--- src/rtl/ipc_mailbox_pkg.sv ---
package ipc_mailbox_pkg;
  parameter int NUM_MBOX   = 4;
  parameter int NUM_USER   = 4;
  parameter int FIFO_DEPTH = 4;
  parameter int DATA_W     = 32;
  parameter int ADDR_W     = 9;

  localparam int EVT_W  = 2 * NUM_MBOX;
  localparam int CNT_W  = $clog2(FIFO_DEPTH + 1);
  localparam int PTR_W  = (FIFO_DEPTH > 1) ? $clog2(FIFO_DEPTH) : 1;
  localparam int WORD_W = ADDR_W - 2;

  // word indices (byte offset / 4)
  localparam int REV_WORD = 'h00;
  localparam int CFG_WORD = 'h04;
  localparam int SYS_WORD = 'h05;
  localparam int MSG_BASE = 'h10;
  localparam int FST_BASE = 'h20;
  localparam int CNT_BASE = 'h30;
  localparam int IRQ_BASE = 'h40;

  typedef struct packed {
    logic [NUM_MBOX-1:0] push;
    logic [NUM_MBOX-1:0] pop;
    logic [NUM_USER-1:0] stsClr;
    logic [NUM_USER-1:0] enWr;
    logic                flush;
    logic [DATA_W-1:0]   wrData;
  } mbox_strobe_t;
endpackage

--- src/rtl/mbox_datapath.sv ---
module mbox_datapath
  import ipc_mailbox_pkg::*;
(
  input  logic                                 clk,
  input  logic                                 rstN,
  input  mbox_strobe_t                         strb,
  output logic [NUM_MBOX-1:0][CNT_W-1:0]       fifoCount,
  output logic [NUM_MBOX-1:0][DATA_W-1:0]      headData,
  output logic [NUM_USER-1:0][EVT_W-1:0]       userStatus,
  output logic [NUM_USER-1:0][EVT_W-1:0]       userEnable,
  output logic [NUM_USER-1:0]                  userIrq
);
  logic [EVT_W-1:0] evt;
  logic unusedWrHi;
  assign unusedWrHi = &{1'b0, strb.wrData[DATA_W-1:EVT_W]};

  for (genvar m = 0; m < NUM_MBOX; m++) begin : g_fifo
    logic [DATA_W-1:0] mem [FIFO_DEPTH];
    logic [PTR_W-1:0]  rdPtr, wrPtr;
    logic [CNT_W-1:0]  cnt;
    logic              isFull, pushOk, popOk;

    assign isFull = (cnt == CNT_W'(FIFO_DEPTH));
    assign pushOk = strb.push[m] && !isFull;
    assign popOk  = strb.pop[m] && (cnt != '0);

    always_ff @(posedge clk or negedge rstN) begin
      if (!rstN) begin
        rdPtr <= '0;
        wrPtr <= '0;
        cnt   <= '0;
      end else if (strb.flush) begin
        rdPtr <= '0;
        wrPtr <= '0;
        cnt   <= '0;
      end else begin
        if (pushOk)
          wrPtr <= (wrPtr == PTR_W'(FIFO_DEPTH - 1)) ? '0 : wrPtr + 1'b1;
        if (popOk)
          rdPtr <= (rdPtr == PTR_W'(FIFO_DEPTH - 1)) ? '0 : rdPtr + 1'b1;
        if (pushOk && !popOk)
          cnt <= cnt + 1'b1;
        else if (popOk && !pushOk)
          cnt <= cnt - 1'b1;
      end
    end

    always_ff @(posedge clk) begin
      if (pushOk && !strb.flush)
        mem[wrPtr] <= strb.wrData;
    end

    assign fifoCount[m]  = cnt;
    assign headData[m]   = (cnt == '0) ? '0 : mem[rdPtr];
    assign evt[2*m]      = pushOk && !strb.flush;
    assign evt[2*m+1]    = popOk && isFull && !strb.flush;
  end

  for (genvar u = 0; u < NUM_USER; u++) begin : g_user
    logic [EVT_W-1:0] sts, en, clrMask;

    assign clrMask = strb.stsClr[u] ? strb.wrData[EVT_W-1:0] : '0;

    always_ff @(posedge clk or negedge rstN) begin
      if (!rstN) begin
        sts <= '0;
        en  <= '0;
      end else if (strb.flush) begin
        sts <= '0;
        en  <= '0;
      end else begin
        sts <= (sts & ~clrMask) | evt;
        if (strb.enWr[u])
          en <= strb.wrData[EVT_W-1:0];
      end
    end

    assign userStatus[u] = sts;
    assign userEnable[u] = en;
    assign userIrq[u]    = |(sts & en);
  end
endmodule

--- src/rtl/mbox_ctrl.sv ---
module mbox_ctrl
  import ipc_mailbox_pkg::*;
#(
  parameter logic [3:0] REV_MAJOR = 4'd1,
  parameter logic [3:0] REV_MINOR = 4'd2
) (
  input  logic                            clk,
  input  logic                            rstN,
  input  logic [ADDR_W-1:0]               busAddr,
  input  logic                            busWrEn,
  input  logic                            busRdEn,
  input  logic [DATA_W-1:0]               busWrData,
  input  logic [NUM_MBOX-1:0][CNT_W-1:0]  fifoCount,
  input  logic [NUM_MBOX-1:0][DATA_W-1:0] headData,
  input  logic [NUM_USER-1:0][EVT_W-1:0]  userStatus,
  input  logic [NUM_USER-1:0][EVT_W-1:0]  userEnable,
  output mbox_strobe_t                    strb,
  output logic [DATA_W-1:0]               busRdData,
  output logic                            softRstPending
);
  logic [WORD_W-1:0] wordIdx;
  logic              aligned;
  logic              autoIdle;
  logic [1:0]        idleMode;
  logic              resetDone;

  assign wordIdx = busAddr[ADDR_W-1:2];
  assign aligned = (busAddr[1:0] == 2'b00);

  always_ff @(posedge clk or negedge rstN) begin
    if (!rstN) begin
      autoIdle       <= 1'b0;
      idleMode       <= 2'b00;
      softRstPending <= 1'b0;
      resetDone      <= 1'b1;
    end else begin
      if (softRstPending) begin
        softRstPending <= 1'b0;
        resetDone      <= 1'b1;
      end
      if (busWrEn && aligned && wordIdx == WORD_W'(CFG_WORD)) begin
        autoIdle <= busWrData[0];
        idleMode <= busWrData[4:3];
        if (busWrData[1]) begin
          softRstPending <= 1'b1;
          resetDone      <= 1'b0;
        end
      end
    end
  end

  always_comb begin
    strb        = '0;
    strb.flush  = softRstPending;
    strb.wrData = busWrData;
    for (int m = 0; m < NUM_MBOX; m++) begin
      if (aligned && wordIdx == WORD_W'(MSG_BASE + m)) begin
        strb.push[m] = busWrEn;
        strb.pop[m]  = busRdEn;
      end
    end
    for (int u = 0; u < NUM_USER; u++) begin
      if (aligned && wordIdx == WORD_W'(IRQ_BASE + 2*u))
        strb.stsClr[u] = busWrEn;
      if (aligned && wordIdx == WORD_W'(IRQ_BASE + 2*u + 1))
        strb.enWr[u] = busWrEn;
    end
  end

  always_comb begin
    busRdData = '0;
    if (busRdEn && aligned) begin
      if (wordIdx == WORD_W'(REV_WORD))
        busRdData = DATA_W'({REV_MAJOR, REV_MINOR});
      if (wordIdx == WORD_W'(CFG_WORD))
        busRdData = DATA_W'({idleMode, 1'b0, softRstPending, autoIdle});
      if (wordIdx == WORD_W'(SYS_WORD))
        busRdData = DATA_W'(resetDone);
      for (int m = 0; m < NUM_MBOX; m++) begin
        if (wordIdx == WORD_W'(MSG_BASE + m))
          busRdData = headData[m];
        if (wordIdx == WORD_W'(FST_BASE + m))
          busRdData = DATA_W'(fifoCount[m] == CNT_W'(FIFO_DEPTH));
        if (wordIdx == WORD_W'(CNT_BASE + m))
          busRdData = DATA_W'(fifoCount[m]);
      end
      for (int u = 0; u < NUM_USER; u++) begin
        if (wordIdx == WORD_W'(IRQ_BASE + 2*u))
          busRdData = DATA_W'(userStatus[u]);
        if (wordIdx == WORD_W'(IRQ_BASE + 2*u + 1))
          busRdData = DATA_W'(userEnable[u]);
      end
    end
  end
endmodule

--- src/rtl/ipc_mailbox.sv ---
module ipc_mailbox
  import ipc_mailbox_pkg::*;
#(
  parameter logic [3:0] REV_MAJOR = 4'd1,
  parameter logic [3:0] REV_MINOR = 4'd2
) (
  input  logic              clk,
  input  logic              rstN,
  input  logic [ADDR_W-1:0] busAddr,
  input  logic              busWrEn,
  input  logic              busRdEn,
  input  logic [DATA_W-1:0] busWrData,
  output logic [DATA_W-1:0] busRdData,
  output logic [NUM_USER-1:0] userIrq
);
  mbox_strobe_t                    strb;
  logic [NUM_MBOX-1:0][CNT_W-1:0]  fifoCount;
  logic [NUM_MBOX-1:0][DATA_W-1:0] headData;
  logic [NUM_USER-1:0][EVT_W-1:0]  userStatus;
  logic [NUM_USER-1:0][EVT_W-1:0]  userEnable;
  logic                            softRstPending;

  mbox_ctrl #(.REV_MAJOR(REV_MAJOR), .REV_MINOR(REV_MINOR)) u_ctrl (
    .clk(clk), .rstN(rstN), .busAddr(busAddr), .busWrEn(busWrEn),
    .busRdEn(busRdEn), .busWrData(busWrData), .fifoCount(fifoCount),
    .headData(headData), .userStatus(userStatus), .userEnable(userEnable),
    .strb(strb), .busRdData(busRdData), .softRstPending(softRstPending)
  );

  mbox_datapath u_dp (
    .clk(clk), .rstN(rstN), .strb(strb), .fifoCount(fifoCount),
    .headData(headData), .userStatus(userStatus), .userEnable(userEnable),
    .userIrq(userIrq)
  );
endmodule

--- config.mk ---
export PLATFORM = sky130hd
export DESIGN_NAME = ipc_mailbox
export DESIGN_NICKNAME = d
export VERILOG_FILES = /design/src/rtl/ipc_mailbox_pkg.sv /design/src/rtl/mbox_datapath.sv /design/src/rtl/mbox_ctrl.sv /design/src/rtl/ipc_mailbox.sv
export SDC_FILE = /design/constraint.sdc
export NUM_CORES = 1
export LEC_CHECK = 0
export ABC_AREA = 1
export BUFFER_PORTS_ARGS = -buffer_cell sky130_fd_sc_hd__buf_2
export CORE_ASPECT_RATIO = 0.6
export CORE_UTILIZATION = 56
export DETAILED_ROUTE_END_ITERATION = 6
export PLACE_DENSITY = 0.73
export RECOVER_POWER = 50
export SLEW_MARGIN = 40
export SYNTH_ARGS = -nofsm -noshare
export SYNTH_HDL_FRONTEND = slang
export SYNTH_HIERARCHICAL = 1
export SYNTH_SLANG_ARGS = --single-unit
export TNS_END_PERCENT = 5
--- constraint.sdc ---
create_clock -name clk -period 4.5 [get_ports clk]
set_input_delay 0.9 -clock clk [delete_from_list [all_inputs] [get_ports clk]]
set_output_delay 0.9 -clock clk [all_outputs]
set_load 0.02 [all_outputs]
==> results_dict.tcl <==
set metrics [dict create \
    power_uw 11400 \
    post_synth.cell_area_avg_um2 10.9 \
    die_h_um 171 \
    min_path_type "reg -> reg" \
    synth-compound-area-share_pct 12.7 \
    die_w_um 283 \
    critPathArrivalTime_ns 3.37 \
    clk_pin_slew_ns 0.07 \
    clk_latency_ns 0.59 \
    status "finished, violations left" \
    synth_fa_ha_area_share_pct 1.06 \
    final_area_um2 29200 \
    ctsHoldBuffers 0 \
    drc 0 \
    syn_nets 2502 \
    grt_start_max_net_pins 66 \
    vdd_ir_drop_max_uv 331 \
    synth.ff_latch_count 609 \
    finalWeightedCongestion 0.976 \
    cts_made_buffers 53 \
    grt_overflow_total 0 \
    dieArea_um2 48300 \
    synth_cells 2437 \
    crit_top_cell "buf_4" \
    skew_ns 0.0206 \
    routedWlPerCell_um 23.5 \
    root_buffer "clkbuf_16" \
    synthSimpleGateAreaFrac_pct 13.9 \
    drive_above_1_share_pct 10.7 \
    worstMarginPinSlew_ns 2.64 \
    initial_utilization_pct 57.0 \
    seq_area_frac_synth_pct 67.1 \
    period_share_pct 95.0 \
    area_growth_pct 10.0 \
    synth_top_family_by_area "simple AND/OR/NAND/NOR gates" \
    endpoint_kind "output pin" \
    synthMuxAreaShare_pct 0 \
    p_per_area_nw_per_um2 389 \
    core-area_um2 46600 \
    cp.required_ns 3.60 \
    slew_viol_final 115 \
    cts_buffer_depth 3 \
    critPathMaxStageDelay_ns 0.64 \
    drt-pass1-iter-count 6 \
    cp-start-kind "register" \
    grt_pass1_vias 17852 \
    violations "max-capacitance violations, max-slew violations" \
    setup_viol 0 \
    synth_xor_area_share_pct 0.0990 \
    place_area_um2 27500 \
    vias 19236 \
    cts.repair.resized 0 \
    grt_pass1_wl_um 110000 \
    antenna_found_initial 0 \
    final_cells 3153 \
    finalCriticalPeriod_ns 4.27 \
    cts_max_level 2 \
    fin_hold_ws_ns 0.471 \
    cts_tree "built" \
    final_antenna_net_count 0 \
    nets 2543 \
    place_inst 3052 \
    drtIter0Drc 3019 \
    drt-total-wl_um 74100 \
    drv_cap 3 \
    portBuffers 80 \
    path_cells "inv_1 -> nand3b_1 -> clkinvlp_4 -> buf_4 -> buf_4 -> a21oi_1 -> a22o_1 -> a221oi_1 -> nor2_1 -> buf_2" \
    p_leak_uw 0.0107 \
    routed_via_density 6.10 \
    relSlewSlack_pct -76.2 \
    crit_type "reg -> out" \
    track_usage_pct 30.6 \
    dpl.hpwl_um 46400 \
    num_io_pins 81 \
    crit_slowest_cell "a221oi_1" \
    cts.sinks 609 \
    synth_cell_types 43 \
    final.setup.tns_ns 0 \
    path_max_fanout 16 \
    rsz0062_at_grt "false" \
    post_cts_buffers 0 \
    finalHoldViolations 0 \
    fmax_mhz 234 \
    syn_area_um2 26500 \
    ys_warn_count 6 \
    num_rows 61 \
]
through the flow:
step / util, % / setup slack [ns]
2_1_floorplan: - / 0.349
3_3_place_gp: 59.1 / 0.685
3_5_place_dp: 59.1 / 0.626
4_1_cts: 62.8 / 0.00794
5_1_grt: 62.7 / 0.0903
6_report: 62.7 / 0.225
critical path, delay by kind of cell (launching register included):
kind	cells	cell delay (ns)
and+or+nand+nor	2	0.26
AOI/OAI and AO/OA	3	0.95
DFF	1	0.39
buffers and inverters	5	1.19
cells in the mapped netlist (all sizes together):
cell type | instances | area share (%)
a211oi | 1 | 0.028
a21oi | 174 | 3.3
a221oi | 35 | 1.2
a22o | 26 | 0.86
buf | 106 | 2.7
clkbuf | 50 | 0.78
clkinv | 1 | 0.033
dfrtp | 96 | 9.1
dfstp | 1 | 0.099
edfxtp | 512 | 58
fa | 4 | 0.30
ha | 16 | 0.75
inv | 117 | 1.7
nand2 | 215 | 3.2
nand3 | 46 | 0.94
nand3b | 4 | 0.11
nand4 | 13 | 0.31
nor2 | 620 | 9.0
nor3 | 5 | 0.18
nor4 | 1 | 0.024
o2111ai | 2 | 0.066
o211ai | 1 | 0.028
o21ai | 375 | 7.1
o221ai | 1 | 0.033
o22ai | 5 | 0.12
o41ai | 1 | 0.061
or2 | 6 | 0.14
xnor2 | 2 | 0.066
xor2 | 1 | 0.033
per-layer routing:
metal  GRT usage [%]  vias to the layer above  routed length (um)
li1                -                     8542                   -
met1            47.3                     9287               31200
met2            42.7                     1297               30300
met3            8.95                      110               11300
met4            5.98                        0                1220
met5               0                        -                   0
report_power, final:
part / total (uW) / internal [uW] / switching, uW
clock network: 4630 / 2580 / 2050
registers: 6180 / 6150 / 37.2
logic: 539 / 128 / 411
registers in the layout, summed over array words and instances (netlist names):
register               flops
u_ctrl/idleMode            2
u_dp/g_fifo.wrPtr          8
u_dp/g_fifo.cnt           12
u_dp/g_fifo.rdPtr          8
u_ctrl/autoIdle            1
u_dp/g_user.en            32
u_ctrl/softRstPending      1
u_ctrl/resetDone           1
u_dp/g_user.sts           32
u_dp/g_fifo.mem          512
cell families after synthesis:
kind of cell | after synthesis
adder cells (fa/ha/maj) | 20
flip-flops | 609
XOR/XNOR | 3
buffers and inverters | 274
AO/OA/AOI/OAI | 621
AND/OR/NAND/NOR | 910
path summary, 6_finish.rpt:
| check | cells after the start | slack (ns) | endpoint | startpoint |
|---|---|---|---|---|
| hold reg to reg | 2 | 0.47 | u_ctrl/autoIdle | u_ctrl/autoIdle |
| max in group asynchronous | 2 | 0.68 | u_dp/g_fifo[1].rdPtr[0] | rstN |
| min in group asynchronous | 1 | 1.13 | u_dp/g_user[3].en[5] | rstN |
| setup reg to reg | 5 | 0.56 | u_dp/g_user[2].en[0] | u_ctrl/softRstPending |
| setup / recovery | 10 | 0.23 | busRdData[27] | u_dp/g_fifo[1].cnt[1] |
| hold / removal | 2 | 0.47 | u_ctrl/autoIdle | u_ctrl/autoIdle |
cells in the final DEF (no fill, tap or decap), drive strengths merged:
master,netlist,layout
nor2,620,620
edfxtp,512,512
o21ai,375,375
nand2,215,215
a21oi,174,174
inv,117,115
clkbuf,50,104
buf,106,103
dfrtp,96,96
nand3,46,46
a221oi,35,35
clkinv,1,28
a22o,26,26
ha,16,16
nand4,13,13
bufinv,0,6
or2,6,6
o22ai,5,5
nor3,5,5
nand3b,4,4
fa,4,4
clkinvlp,0,3
o2111ai,2,2
xnor2,2,2
diode,0,1
o221ai,1,1
o211ai,1,1
nor4,1,1
o41ai,1,1
a211oi,1,1
dfstp,1,1
xor2,1,1
layout make-up:
| cell class | count | area [um2] |
|---|---|---|
| Clock buffer | 65 | 1410 |
| Clock inverter | 34 | 328 |
| Fill cell | 3579 | 17400 |
| Sequential cell | 609 | 17800 |
| Timing Repair Buffer | 142 | 907 |
| Tap cell | 630 | 788 |
| Antenna cell | 1 | 2.50 |
| Inverter | 118 | 455 |
| Multi-Input combinational cell | 1554 | 7490 |
No activity file was read; power rests on OpenSTA's default activity.
